$ cat src/rtl/dmi_pkg.sv
package dmi_pkg;
   // word offsets of the register map
   localparam int unsigned W_IRQ_MSK  = 0;
   localparam int unsigned W_IRQ_RAW  = 1;
   localparam int unsigned W_IRQ_EN   = 2;
   localparam int unsigned W_IRQ_DIS  = 3;
   localparam int unsigned W_SW_SET   = 4;
   localparam int unsigned W_SW_CLR   = 5;
   localparam int unsigned W_FIQ_MSK  = 8;
   localparam int unsigned W_FIQ_RAW  = 9;
   localparam int unsigned W_FIQ_EN   = 10;
   localparam int unsigned W_FIQ_DIS  = 11;
   localparam int unsigned MIN_ADDR_W = 4;

   typedef enum logic {CH_IRQ = 1'b0, CH_FIQ = 1'b1} req_ch_e;
endpackage

$ cat src/rtl/dmi_mask_reg.sv
module dmi_mask_reg #(
   parameter int unsigned W = 32
) (
   input  logic         clk,
   input  logic         rst_n,
   input  logic         set_en,
   input  logic         clr_en,
   input  logic [W-1:0] wdata,
   output logic [W-1:0] mask_q
);
   always_ff @(posedge clk) begin
      if (!rst_n)      mask_q <= '0;
      else if (set_en) mask_q <= mask_q | wdata;
      else if (clr_en) mask_q <= mask_q & ~wdata;
   end

   a_r3_set_bits: assert property (@(posedge clk) disable iff (!rst_n)
      set_en |=> ((mask_q & $past(wdata)) == $past(wdata)));
   a_r4_clear_bits: assert property (@(posedge clk) disable iff (!rst_n)
      (clr_en && !set_en) |=> ((mask_q & $past(wdata)) == '0));
   a_r8_hold_mask: assert property (@(posedge clk) disable iff (!rst_n)
      (!set_en && !clr_en) |=> $stable(mask_q));
endmodule

$ cat src/rtl/dmi_soft_flag.sv
module dmi_soft_flag #(
   parameter bit ENABLE = 1'b1
) (
   input  logic clk,
   input  logic rst_n,
   input  logic raise,
   input  logic lower,
   output logic flag_q
);
   generate
      if (ENABLE) begin : g_flag
         always_ff @(posedge clk) begin
            if (!rst_n)     flag_q <= 1'b0;
            else if (raise) flag_q <= 1'b1;
            else if (lower) flag_q <= 1'b0;
         end
         a_r7_soft_raise: assert property (@(posedge clk) disable iff (!rst_n)
            raise |=> flag_q);
         a_r7_soft_lower: assert property (@(posedge clk) disable iff (!rst_n)
            (lower && !raise) |=> !flag_q);
      end else begin : g_none
         logic unused_ok;
         assign unused_ok = clk ^ rst_n ^ raise ^ lower;
         assign flag_q = 1'b0;
      end
   endgenerate
endmodule

$ cat src/rtl/dmi_req_stage.sv
module dmi_req_stage #(
   parameter int unsigned W = 32
) (
   input  logic         clk,
   input  logic         rst_n,
   input  logic [W-1:0] status,
   output logic         req_q
);
   always_ff @(posedge clk) begin
      if (!rst_n) req_q <= 1'b0;
      else        req_q <= |status;
   end
endmodule

$ cat src/rtl/dual_mask_intc.sv
module dual_mask_intc #(
   parameter int unsigned NUM_SRC = 32,
   parameter int unsigned DATA_W  = 32,
   parameter int unsigned ADDR_W  = 4,
   parameter bit          SOFT_EN = 1'b1
) (
   input  logic               clk,
   input  logic               rst_n,
   input  logic [ADDR_W-1:0]  bus_addr,
   input  logic               bus_wr,
   input  logic [DATA_W-1:0]  bus_wdata,
   output logic [DATA_W-1:0]  bus_rdata,
   input  logic [NUM_SRC-1:0] src_in,
   output logic               irq_o,
   output logic               fiq_o
);
   import dmi_pkg::*;

   localparam int unsigned NCH = 2;

   generate
      if (NUM_SRC < 1 || NUM_SRC > DATA_W) begin : g_bad_src
         $error("NUM_SRC must lie in 1..DATA_W");
      end
      if (ADDR_W < MIN_ADDR_W) begin : g_bad_addr
         $error("ADDR_W too narrow for the register map");
      end
   endgenerate

   logic               sw_flag;
   logic [NUM_SRC-1:0] raw;
   logic [NUM_SRC-1:0] mask  [NCH];
   logic [NUM_SRC-1:0] gated [NCH];
   logic [NCH-1:0]     req;

   function automatic logic hit(input logic [ADDR_W-1:0] a, input int unsigned ofs);
      return a == ADDR_W'(ofs);
   endfunction

   function automatic logic [DATA_W-1:0] zext(input logic [NUM_SRC-1:0] v);
      logic [DATA_W-1:0] r;
      r = '0;
      r[NUM_SRC-1:0] = v;
      return r;
   endfunction

   dmi_soft_flag #(.ENABLE(SOFT_EN)) u_soft (
      .clk    (clk),
      .rst_n  (rst_n),
      .raise  (bus_wr && hit(bus_addr, W_SW_SET) && bus_wdata[0]),
      .lower  (bus_wr && hit(bus_addr, W_SW_CLR) && bus_wdata[0]),
      .flag_q (sw_flag)
   );

   // source 0 merges the software flag
   always_comb begin
      raw    = src_in;
      raw[0] = src_in[0] | sw_flag;
   end

   generate
      for (genvar c = 0; c < NCH; c++) begin : g_ch
         localparam int unsigned OFS_SET = (c == int'(CH_IRQ)) ? W_IRQ_EN  : W_FIQ_EN;
         localparam int unsigned OFS_CLR = (c == int'(CH_IRQ)) ? W_IRQ_DIS : W_FIQ_DIS;

         dmi_mask_reg #(.W(NUM_SRC)) u_mask (
            .clk    (clk),
            .rst_n  (rst_n),
            .set_en (bus_wr && hit(bus_addr, OFS_SET)),
            .clr_en (bus_wr && hit(bus_addr, OFS_CLR)),
            .wdata  (bus_wdata[NUM_SRC-1:0]),
            .mask_q (mask[c])
         );

         assign gated[c] = raw & mask[c];

         dmi_req_stage #(.W(NUM_SRC)) u_req (
            .clk    (clk),
            .rst_n  (rst_n),
            .status (gated[c]),
            .req_q  (req[c])
         );
      end
   endgenerate

   assign irq_o = req[CH_IRQ];
   assign fiq_o = req[CH_FIQ];

   always_comb begin
      bus_rdata = '0;
      if      (hit(bus_addr, W_IRQ_MSK)) bus_rdata = zext(gated[CH_IRQ]);
      else if (hit(bus_addr, W_IRQ_RAW)) bus_rdata = zext(raw);
      else if (hit(bus_addr, W_IRQ_EN))  bus_rdata = zext(mask[CH_IRQ]);
      else if (hit(bus_addr, W_SW_SET))  bus_rdata[0] = raw[0];
      else if (hit(bus_addr, W_FIQ_MSK)) bus_rdata = zext(gated[CH_FIQ]);
      else if (hit(bus_addr, W_FIQ_RAW)) bus_rdata = zext(raw);
      else if (hit(bus_addr, W_FIQ_EN))  bus_rdata = zext(mask[CH_FIQ]);
   end

   a_r9_irq_quiet: assert property (@(posedge clk) disable iff (!rst_n)
      (mask[CH_IRQ] == '0) |=> !irq_o);
   a_r9_fiq_quiet: assert property (@(posedge clk) disable iff (!rst_n)
      (mask[CH_FIQ] == '0) |=> !fiq_o);
   a_r9_irq_raise: assert property (@(posedge clk) disable iff (!rst_n)
      ((src_in & mask[CH_IRQ]) != '0) |=> irq_o);
   a_r8_status_write_inert: assert property (@(posedge clk) disable iff (!rst_n)
      (bus_wr && (hit(bus_addr, W_IRQ_MSK) || hit(bus_addr, W_FIQ_RAW)))
      |=> ($stable(mask[CH_IRQ]) && $stable(mask[CH_FIQ]) && $stable(sw_flag)));
endmodule

$ cat config.mk
export PLATFORM = sky130hd
export DESIGN_NAME = dual_mask_intc
export DESIGN_NICKNAME = d
export VERILOG_FILES = /design/src/rtl/dmi_pkg.sv /design/src/rtl/dmi_mask_reg.sv /design/src/rtl/dmi_soft_flag.sv /design/src/rtl/dmi_req_stage.sv /design/src/rtl/dual_mask_intc.sv
export SDC_FILE = /design/constraint.sdc
export NUM_CORES = 1
export LEC_CHECK = 0
export BUFFER_PORTS_ARGS = -buffer_cell sky130_fd_sc_hd__buf_2
export CAP_MARGIN = 30
export CORE_ASPECT_RATIO = 1.75
export CORE_UTILIZATION = 29
export DETAILED_ROUTE_END_ITERATION = 8
export GPL_TIMING_DRIVEN = 0
export PLACE_DENSITY_LB_ADDON = 0.25
export SETUP_SLACK_MARGIN = 0.02
export SYNTH_ARGS = -nofsm -noshare
export SYNTH_HDL_FRONTEND = slang
export SYNTH_SLANG_ARGS = --single-unit
$ cat constraint.sdc
create_clock -name clk -period 3.35 [get_ports clk]
set_input_delay 0.335 -clock clk [delete_from_list [all_inputs] [get_ports clk]]
set_output_delay 0.335 -clock clk [all_outputs]
set_load 0.01 [all_outputs]
After elaboration in Yosys (flattened, before gate mapping) --
Cells that the tools add are included.
Word-level totals: flip-flop bits (word level) 67, input port bits 71, logic and storage cells 50
Operators by class: equal/unequal tests 9, muxes and demuxes 14, bitwise logic cells 8, reductions and logical operators 14
Operators by type and width (number):
- $mux W32 | 10
- $and A32 B32 Y32 | 4
- $or A32 B32 Y32 | 2
- $reduce_or A32 Y1 | 2
- $not A32 Y32 | 1
- $mux W31 | 1
- $eq A4 B4 Y1 const B | 4
- $eq A4 B2 Y1 const B | 2
- $eq A4 B3 Y1 const B | 2
- $logic_and A1 B1 Y1 | 8
- $reduce_bool A2 Y1 | 3
- $eq A4 B1 Y1 const B | 1
- $logic_not A4 Y1 | 1
- $mux W1 | 3
- $or A1 B1 Y1 | 1

Longest topological paths before layout --
Gate-level depths: netlist (run 1).
word-level depth 8, mapped depth 6, mapped depth without buffers 4

By module --
Synthesis (run 1) repeated with hierarchy kept, for this count alone.
Second synthesis, totals: cell total of the unflattened synthesis 525, area total of the unflattened synthesis 4292.9 µm²
By module, submodules not included:
- dmi_mask_reg | times used 2, cells an instance 141, area each 1346.3 µm², seq. area each 640.6 µm²
- dual_mask_intc | times used 1, cells an instance 216, area each 1366.3 µm², seq. area each 0.0 µm²
- dmi_req_stage | times used 2, cells an instance 12, area each 96.3 µm², seq. area each 20.0 µm²
- dmi_soft_flag | times used 1, cells an instance 3, area each 41.3 µm², seq. area each 20.0 µm²

Worst setup path after synthesis (run 1) --
No wires, ideal clock.
path kind input-to-output, start point in bus_addr[2], end point out bus_rdata[10], arrival time 1453 ps, path slack 1562 ps, stages on the path 5, path buffers 2, cells stage by stage buf_2 -> nor4_1 -> buf_2 -> a21oi_1 -> o22ai_1
On the way: word-level cells in the longest chain between the ends 8, elaborated cells on any way between the ends 14, those cells by class eq/ne (6); mux (7); reduce/logical (1)
RTL lines:
- from (decl) | RTL line dual_mask_intc.sv:9 | input logic [ADDR_W-1:0] bus_addr,
- $eq A4 B4 Y1 | RTL line dual_mask_intc.sv:37 | return a == ADDR_W'(ofs);
- $mux W32 | RTL line dual_mask_intc.sv:97 | else if (hit(bus_addr, W_FIQ_EN)) bus_rdata = zext(mask[CH_FIQ]);
- $mux W32 | RTL line dual_mask_intc.sv:96 | else if (hit(bus_addr, W_FIQ_RAW)) bus_rdata = zext(raw);
- $mux W32 | RTL line dual_mask_intc.sv:95 | else if (hit(bus_addr, W_FIQ_MSK)) bus_rdata = zext(gated[CH_FIQ]);
- $mux W31 | RTL line dual_mask_intc.sv:94 | else if (hit(bus_addr, W_SW_SET)) bus_rdata[0] = raw[0];
- $mux W32 | RTL line dual_mask_intc.sv:93 | else if (hit(bus_addr, W_IRQ_EN)) bus_rdata = zext(mask[CH_IRQ]);
- $mux W32 | RTL line dual_mask_intc.sv:92 | else if (hit(bus_addr, W_IRQ_RAW)) bus_rdata = zext(raw);
- $mux W32 (*) | RTL line dual_mask_intc.sv:91 | if (hit(bus_addr, W_IRQ_MSK)) bus_rdata = zext(gated[CH_IRQ]);
- to (decl) | RTL line dual_mask_intc.sv:12 | output logic [DATA_W-1:0] bus_rdata,
Every way passes the cells marked *; elsewhere a longest branch is shown, timed or not.

Worst setup path after layout (run 1) --
start point in bus_addr[1], end point out bus_rdata[1]
The elaborated chain is that of the path after synthesis.

==> flow_metrics.py, run 1 <==
metrics = {
    "status": {
        "violations": "design-rule violations",
        "outcome": "complete, but fails checks",
    },
    "pwr": {
        "intPower_w": 0.00144,
        "comb_power_share": 0.165,
        "net-switching-power_w": 0.000595,
        "vdd_drop_max_uv": 272,
        "power.total_w": 0.00204,
        "p_per_area_mw_per_mm2": 439,
        "pwr-share-seq": 0.410,
        "p_clk_frac": 0.425,
        "switching_share": 0.292,
        "leakagePower_nw": 1.56,
    },
    "global_route": {
        "antenna_found_initial": 0,
        "grtUsageTotal": 0.263,
        "grt_pass1_wl_mm": 25.0,
        "overflow": 0,
        "grt_max_degree": 11,
        "grt_pass1_vias": 4275,
    },
    "flow_run": {
        "drv_cap": 0,
    },
    "sta": {
        "rsz0062_at_grt": "false",
        "period_minus_slack_ns": 2.52,
        "whs_ns": 0.228,
        "fin_crit_sh": 0.751,
        "worstMarginPinSlew_ns": 0.656,
        "fin_ws_ns": 0.833,
        "maxSlewViolCount": 0,
        "max-slew-margin-rel": 0.559,
        "fin_setup_tns_ns": 0,
        "skew_ns": 0.00315,
        "final_hold_viol_count": 0,
        "setup_viol_count_final": 0,
        "fmax_mhz": 397,
    },
    "worst_hold_path": {
        "min_from": "bus_wdata[8]",
        "hp-class": "in2reg",
    },
    "floorplan": {
        "ioPinCount": 105,
        "start_util": 0.296,
        "rows": 54,
        "die_w_um": 87.0,
        "dieArea_mm2": 0.0131,
        "core_area_mm2": 0.0124,
        "chipHeight_um": 151,
    },
    "detailed_routing": {
        "dr.pass1.iters": 7,
        "wl_mm": 17.2,
        "antenna_left": 0,
        "num_vias": 4651,
        "drc": 1,
        "routedWlPerCell_um": 22.9,
        "drt_iter0_drc": 497,
        "avgViaCountPerCell": 6.18,
    },
    "yosys": {
        "synth-seq-area-share": 0.366,
        "netlist_instances": 467,
        "yosysTopAreaCell": "dfxtp_1",
        "synth_warnings": 0,
        "synth_cell_types": 27,
        "synth-seq-cells": 67,
        "syn-cell-area_mm2": 0.00366,
        "synth_top_cell_area_share": 0.366,
        "synth.top_cells.by_area": "dfxtp_1, a21oi_1, a311oi_1",
        "syn_avg_cell_area_um2": 7.84,
        "syn_nets": 538,
    },
    "clock_network": {
        "cts_setup_buffers": 0,
        "cts_hold_buf": 0,
        "cts_tree": "yes",
        "clkSlewWorstSetupHoldPaths_ns": 0.05,
        "cts_buffers": 9,
        "clock_latency_ns": 0.34,
        "cts.sinks": 67,
        "clock_path_buffers": 2,
        "cts_resized": 0,
        "htree_num_levels": 3,
        "root_buffer": "clkbuf_16",
    },
    "worst_setup_path": {
        "worstReg2RegEnd": "g_ch[0].u_req.req_q",
        "crit_fanout": 10,
        "critPathLaunchType": "input port",
        "ff2ff_path_depth": 4,
        "reg2reg_slack_ns": 1.88,
        "crit_arrival_ns": 2.18,
        "end_kind": "primary output",
        "crit_type": "in2out",
        "critical_path_required_ns": 3.01,
        "endpoint": "bus_rdata[1]",
        "crit_start": "bus_addr[1]",
    },
    "placed_design": {
        "gp_congestion": 0.967,
        "dp_cells": 738,
        "dp_slack_ns": 0.898,
        "dp_hpwl_mm": 13.1,
        "io_buffers": 103,
    },
    "layout": {
        "fin_cells": 753,
        "drive_above_1_share": 0.222,
        "synthToLayoutAreaGrowth_pct": 26.9,
        "n_antenna_cell": 0,
        "fill_cells": 1325,
        "fin_nets": 652,
    },
}
cell usage after synthesis (all sizes together):
cell	instances
or3	1
nand4	6
a311oi	64
or4b	1
o21bai	1
o21ai	34
a222oi	2
a31oi	1
mux2i	1
dfxtp	67
a21oi	130
buf	19
nor3	4
o311ai	1
a22oi	28
nand2b	2
clkbuf	30
o22ai	31
inv	33
nor4	3
nand3	2
nor2	2
nor3b	1
nand2	3
final cells by class:
class                   instances  area, um^2  area share
flip-flops and latches         67        1340       0.288
well taps                     168         210      0.0452
multi-input cells             318        1990       0.428
clock buffers                  12         246      0.0530
plain buffers                  49         208      0.0447
repair buffers                103         515       0.111
clock inverters                 3        15.0     0.00323
inverters                      33         124      0.0266
power groups by stage:
stage          Sequential [W]  Combinational, W  Clock, W
3_5_place_dp         0.000852          0.000328         0
3_3_place_gp         0.000852          0.000324         0
4_1_cts              0.000835          0.000329  0.000868
6_report             0.000836          0.000337  0.000866
5_1_grt              0.000837          0.000359  0.000904
2_1_floorplan        0.000847          0.000160         0
cell usage in the layout (no fill, tap or decap), types with 3 or more instances in the layout:
cell	Yosys	routed
o22ai_1	31	31
dfxtp_1	67	67
nand4_1	6	6
nor3_1	3	3
buf_2	10	113
clkbuf_16	0	9
nand2_1	3	3
clkbuf_1	30	32
clkinv_2	0	3
a22oi_1	28	28
buf_1	6	6
a311oi_1	64	64
a21oi_1	130	130
inv_1	33	33
o21ai_0	34	34
nor4_1	3	3
buf_4	3	3
critical path, stage by stage:
cell,delay [ns]
buf_2,0.13
clkbuf_1,0.23
nor4_1,0.55
buf_2,0.36
a21oi_1,0.10
o22ai_1,0.28
buf_2,0.19
routing by layer:
| metal | vias up | global-route usage | wire length (um) |
|---|---|---|---|
| met5 | - | 0 | 0 |
| li1 | 2086 | - | - |
| met1 | 2164 | 0.295 | 6090 |
| met4 | 0 | 0.203 | 1190 |
| met3 | 74 | 0.0373 | 1380 |
| met2 | 327 | 0.441 | 8560 |
stage by stage:
| step | utilization | area, um^2 |
|---|---|---|
| after floorplan | - | 3660 |
| after CTS | 0.376 | 4650 |
| after detailed placement | 0.355 | 4390 |
| after global placement | 0.355 | 4390 |
| final | 0.376 | 4650 |
| after global routing | 0.376 | 4650 |
worst min-delay path by stage:
| stage | endpoint | cells after the start |
|---|---|---|
| after CTS | flop | 2 |
| after global placement | flop | 2 |
| after detailed placement | flop | 2 |
| after floorplan | flop | 1 |
| final | flop | 2 |
| after global routing | flop | 2 |
logic make-up after synthesis:
kind of cell	Yosys count	synth area share
AO/OA/AOI/OAI	292	0.499
buffers and inverters	82	0.0905
flip-flops	67	0.366
AND/OR/NAND/NOR	25	0.0417
multiplexers	1	0.00273
Note: power is estimated with default switching activity, not from simulation.
==> run 2, diff against run 1 <==
clock period = 2 ns   (was 3.35 ns; I/O delays follow)
==> flow_metrics.py, run 2 (synthesis gave the netlist of run 1 again) <==
metrics = {
    "status": {
        "outcome": "complete, but fails checks",
        "violations": "design-rule violations",
    },
    "global_route": {
        "overflow": 0,
        "grt_pass1_vias": 4275,
        "grt_max_degree": 11,
        "antenna_found_initial": 0,
        "grt_use_met3": 0.0362,
        "busiest_layer": "met2",
        "grtUsageMet2": 0.450,
        "met1_usage": 0.294,
        "grtUsageTotal": 0.264,
        "grt_pass1_wl_mm": 25.1,
    },
    "layout": {
        "multiInputGateArea_mm2": 0.00201,
        "n_antenna_cell": 0,
        "drive_above_1_share": 0.239,
        "stdcell_area_mm2": 0.00468,
        "final_core_util": 0.379,
        "fin_nets": 652,
        "fill_cells": 1322,
        "final_cell_mix": "a21oi_1, buf_2, dfxtp_1",
        "regArea_mm2": 0.00134,
        "synthToLayoutAreaGrowth_pct": 27.8,
        "final_common_cell": "a21oi_1",
    },
    "detailed_routing": {
        "num_vias": 4665,
        "antenna_left": 0,
        "drc": 1,
        "avgViaCountPerCell": 6.20,
        "routedWlPerCell_um": 22.8,
        "wl_mm": 17.2,
        "dr.pass1.iters": 7,
        "drt_iter0_drc": 464,
    },
    "clock_network": {
        "root_buffer": "clkbuf_16",
        "cts_setup_buffers": 0,
        "cts_tree": "yes",
        "cts_buffers": 9,
        "cts_hold_buf": 0,
        "htree_num_levels": 3,
        "clkSlewWorstSetupHoldPaths_ns": 0.05,
        "clock_latency_ns": 0.34,
        "cts.sinks": 67,
        "clock_path_buffers": 2,
    },
    "worst_setup_path": {
        "crit_arrival_ns": 1.76,
        "crit_fanout": 10,
        "reg2reg_slack_ns": 0.54,
        "end_kind": "primary output",
        "worstReg2RegEnd": "g_ch[0].u_req.req_q",
        "critPathLaunchType": "input port",
        "crit_type": "in2out",
        "ff2ff_path_depth": 4,
        "critical_path_required_ns": 1.80,
    },
    "sta": {
        "period_minus_slack_ns": 1.96,
        "rsz0062_at_grt": "false",
        "fin_crit_sh": 0.980,
        "fmax_mhz": 510,
        "whs_ns": 0.0970,
        "skew_ns": 0.00286,
        "maxSlewViolCount": 0,
        "final_hold_viol_count": 0,
        "setup_viol_count_final": 0,
        "worstMarginPinSlew_ns": 0.654,
        "max-slew-margin-rel": 0.564,
        "fin_setup_tns_ns": 0,
    },
    "floorplan": {
        "core_area_mm2": 0.0124,
        "die_w_um": 87.0,
        "start_util": 0.296,
        "ioPinCount": 105,
        "chipHeight_um": 151,
        "dieArea_mm2": 0.0131,
        "rows": 54,
    },
    "pwr": {
        "vdd_drop_max_uv": 452,
        "leakagePower_nw": 1.58,
        "p_per_area_mw_per_mm2": 731,
        "power.total_w": 0.00342,
    },
    "worst_hold_path": {
        "min_from": "bus_wdata[8]",
        "hp-class": "in2reg",
        "holdPathStages": 2,
    },
    "placed_design": {
        "post_dp_cell_area_mm2": 0.00439,
        "io_buffers": 103,
        "dp_hpwl_mm": 13.1,
        "gp_congestion": 0.967,
    },
    "flow_run": {
        "drv_cap": 0,
    },
}
==> run 2: changes by cell type in the layout (fill, tap and decap cells not counted) <==
cell	before	now
nor3_2	0	1
nor4_4	0	1
nor3_1	3	2
nor4_1	3	2
clkbuf_1	32	25
a21oi_2	0	1
a21oi_1	130	129
clkbuf_2	0	7
==> run 2: per-layer routing <==
layer | share of wire | vias to the layer above
met5 | 0 | -
met3 | 0.079 | 79
li1 | - | 2089
met4 | 0.067 | 0
met1 | 0.35 | 2177
met2 | 0.50 | 320
==> run 2: area by class of cell <==
type,count,area share
Tap cell,168,0.0449
Inverter,33,0.0264
Sequential cell,67,0.286
Clock inverter,3,0.00321
Buffer,49,0.0462
Multi-Input combinational cell,318,0.430
Timing Repair Buffer,103,0.110
Clock buffer,12,0.0526
==> run 2: worst max path at each step <==
stage	slack [ns]	from	end
global placement	-0.15	bus_addr[3]	bus_rdata[1]
detailed placement	-0.18	bus_addr[3]	bus_rdata[1]
floorplan	0.48	bus_addr[2]	bus_rdata[10]
global route	0.05	bus_addr[3]	bus_rdata[1]
finish	0.04	bus_addr[3]	bus_rdata[1]
CTS	0.008	bus_addr[1]	bus_rdata[1]
==> run 2: repair_timing <==
| action | in CTS | in global routing |
|---|---|---|
| pin swaps | 0 | 0 |
| endpoints found under the setup margin | 30 | 30 |
| resized for setup | 8 | 4 |
| endpoints found under the hold margin | 0 | 0 |
==> run 2: metrics by stage <==
stage	std cells	setup WS [ns]
global route	753	0.0506
finish	753	0.0409
global placement	738	-0.155
floorplan	467	0.482
CTS	753	0.00794
detailed placement	738	-0.182
==> run 2: power breakdown <==
part / internal [W] / switching, W
combinational: 0.000194 / 0.000377
sequential: 0.00137 / 0.0000307
clock: 0.000859 / 0.000591
==> run 2: critical path, stage by stage <==
cell and delay [ns]:
buf_2 0.10, buf_2 0.19, nor4_4 0.37, buf_2 0.31, a21oi_1 0.11, o22ai_1 0.27
buf_2 0.20
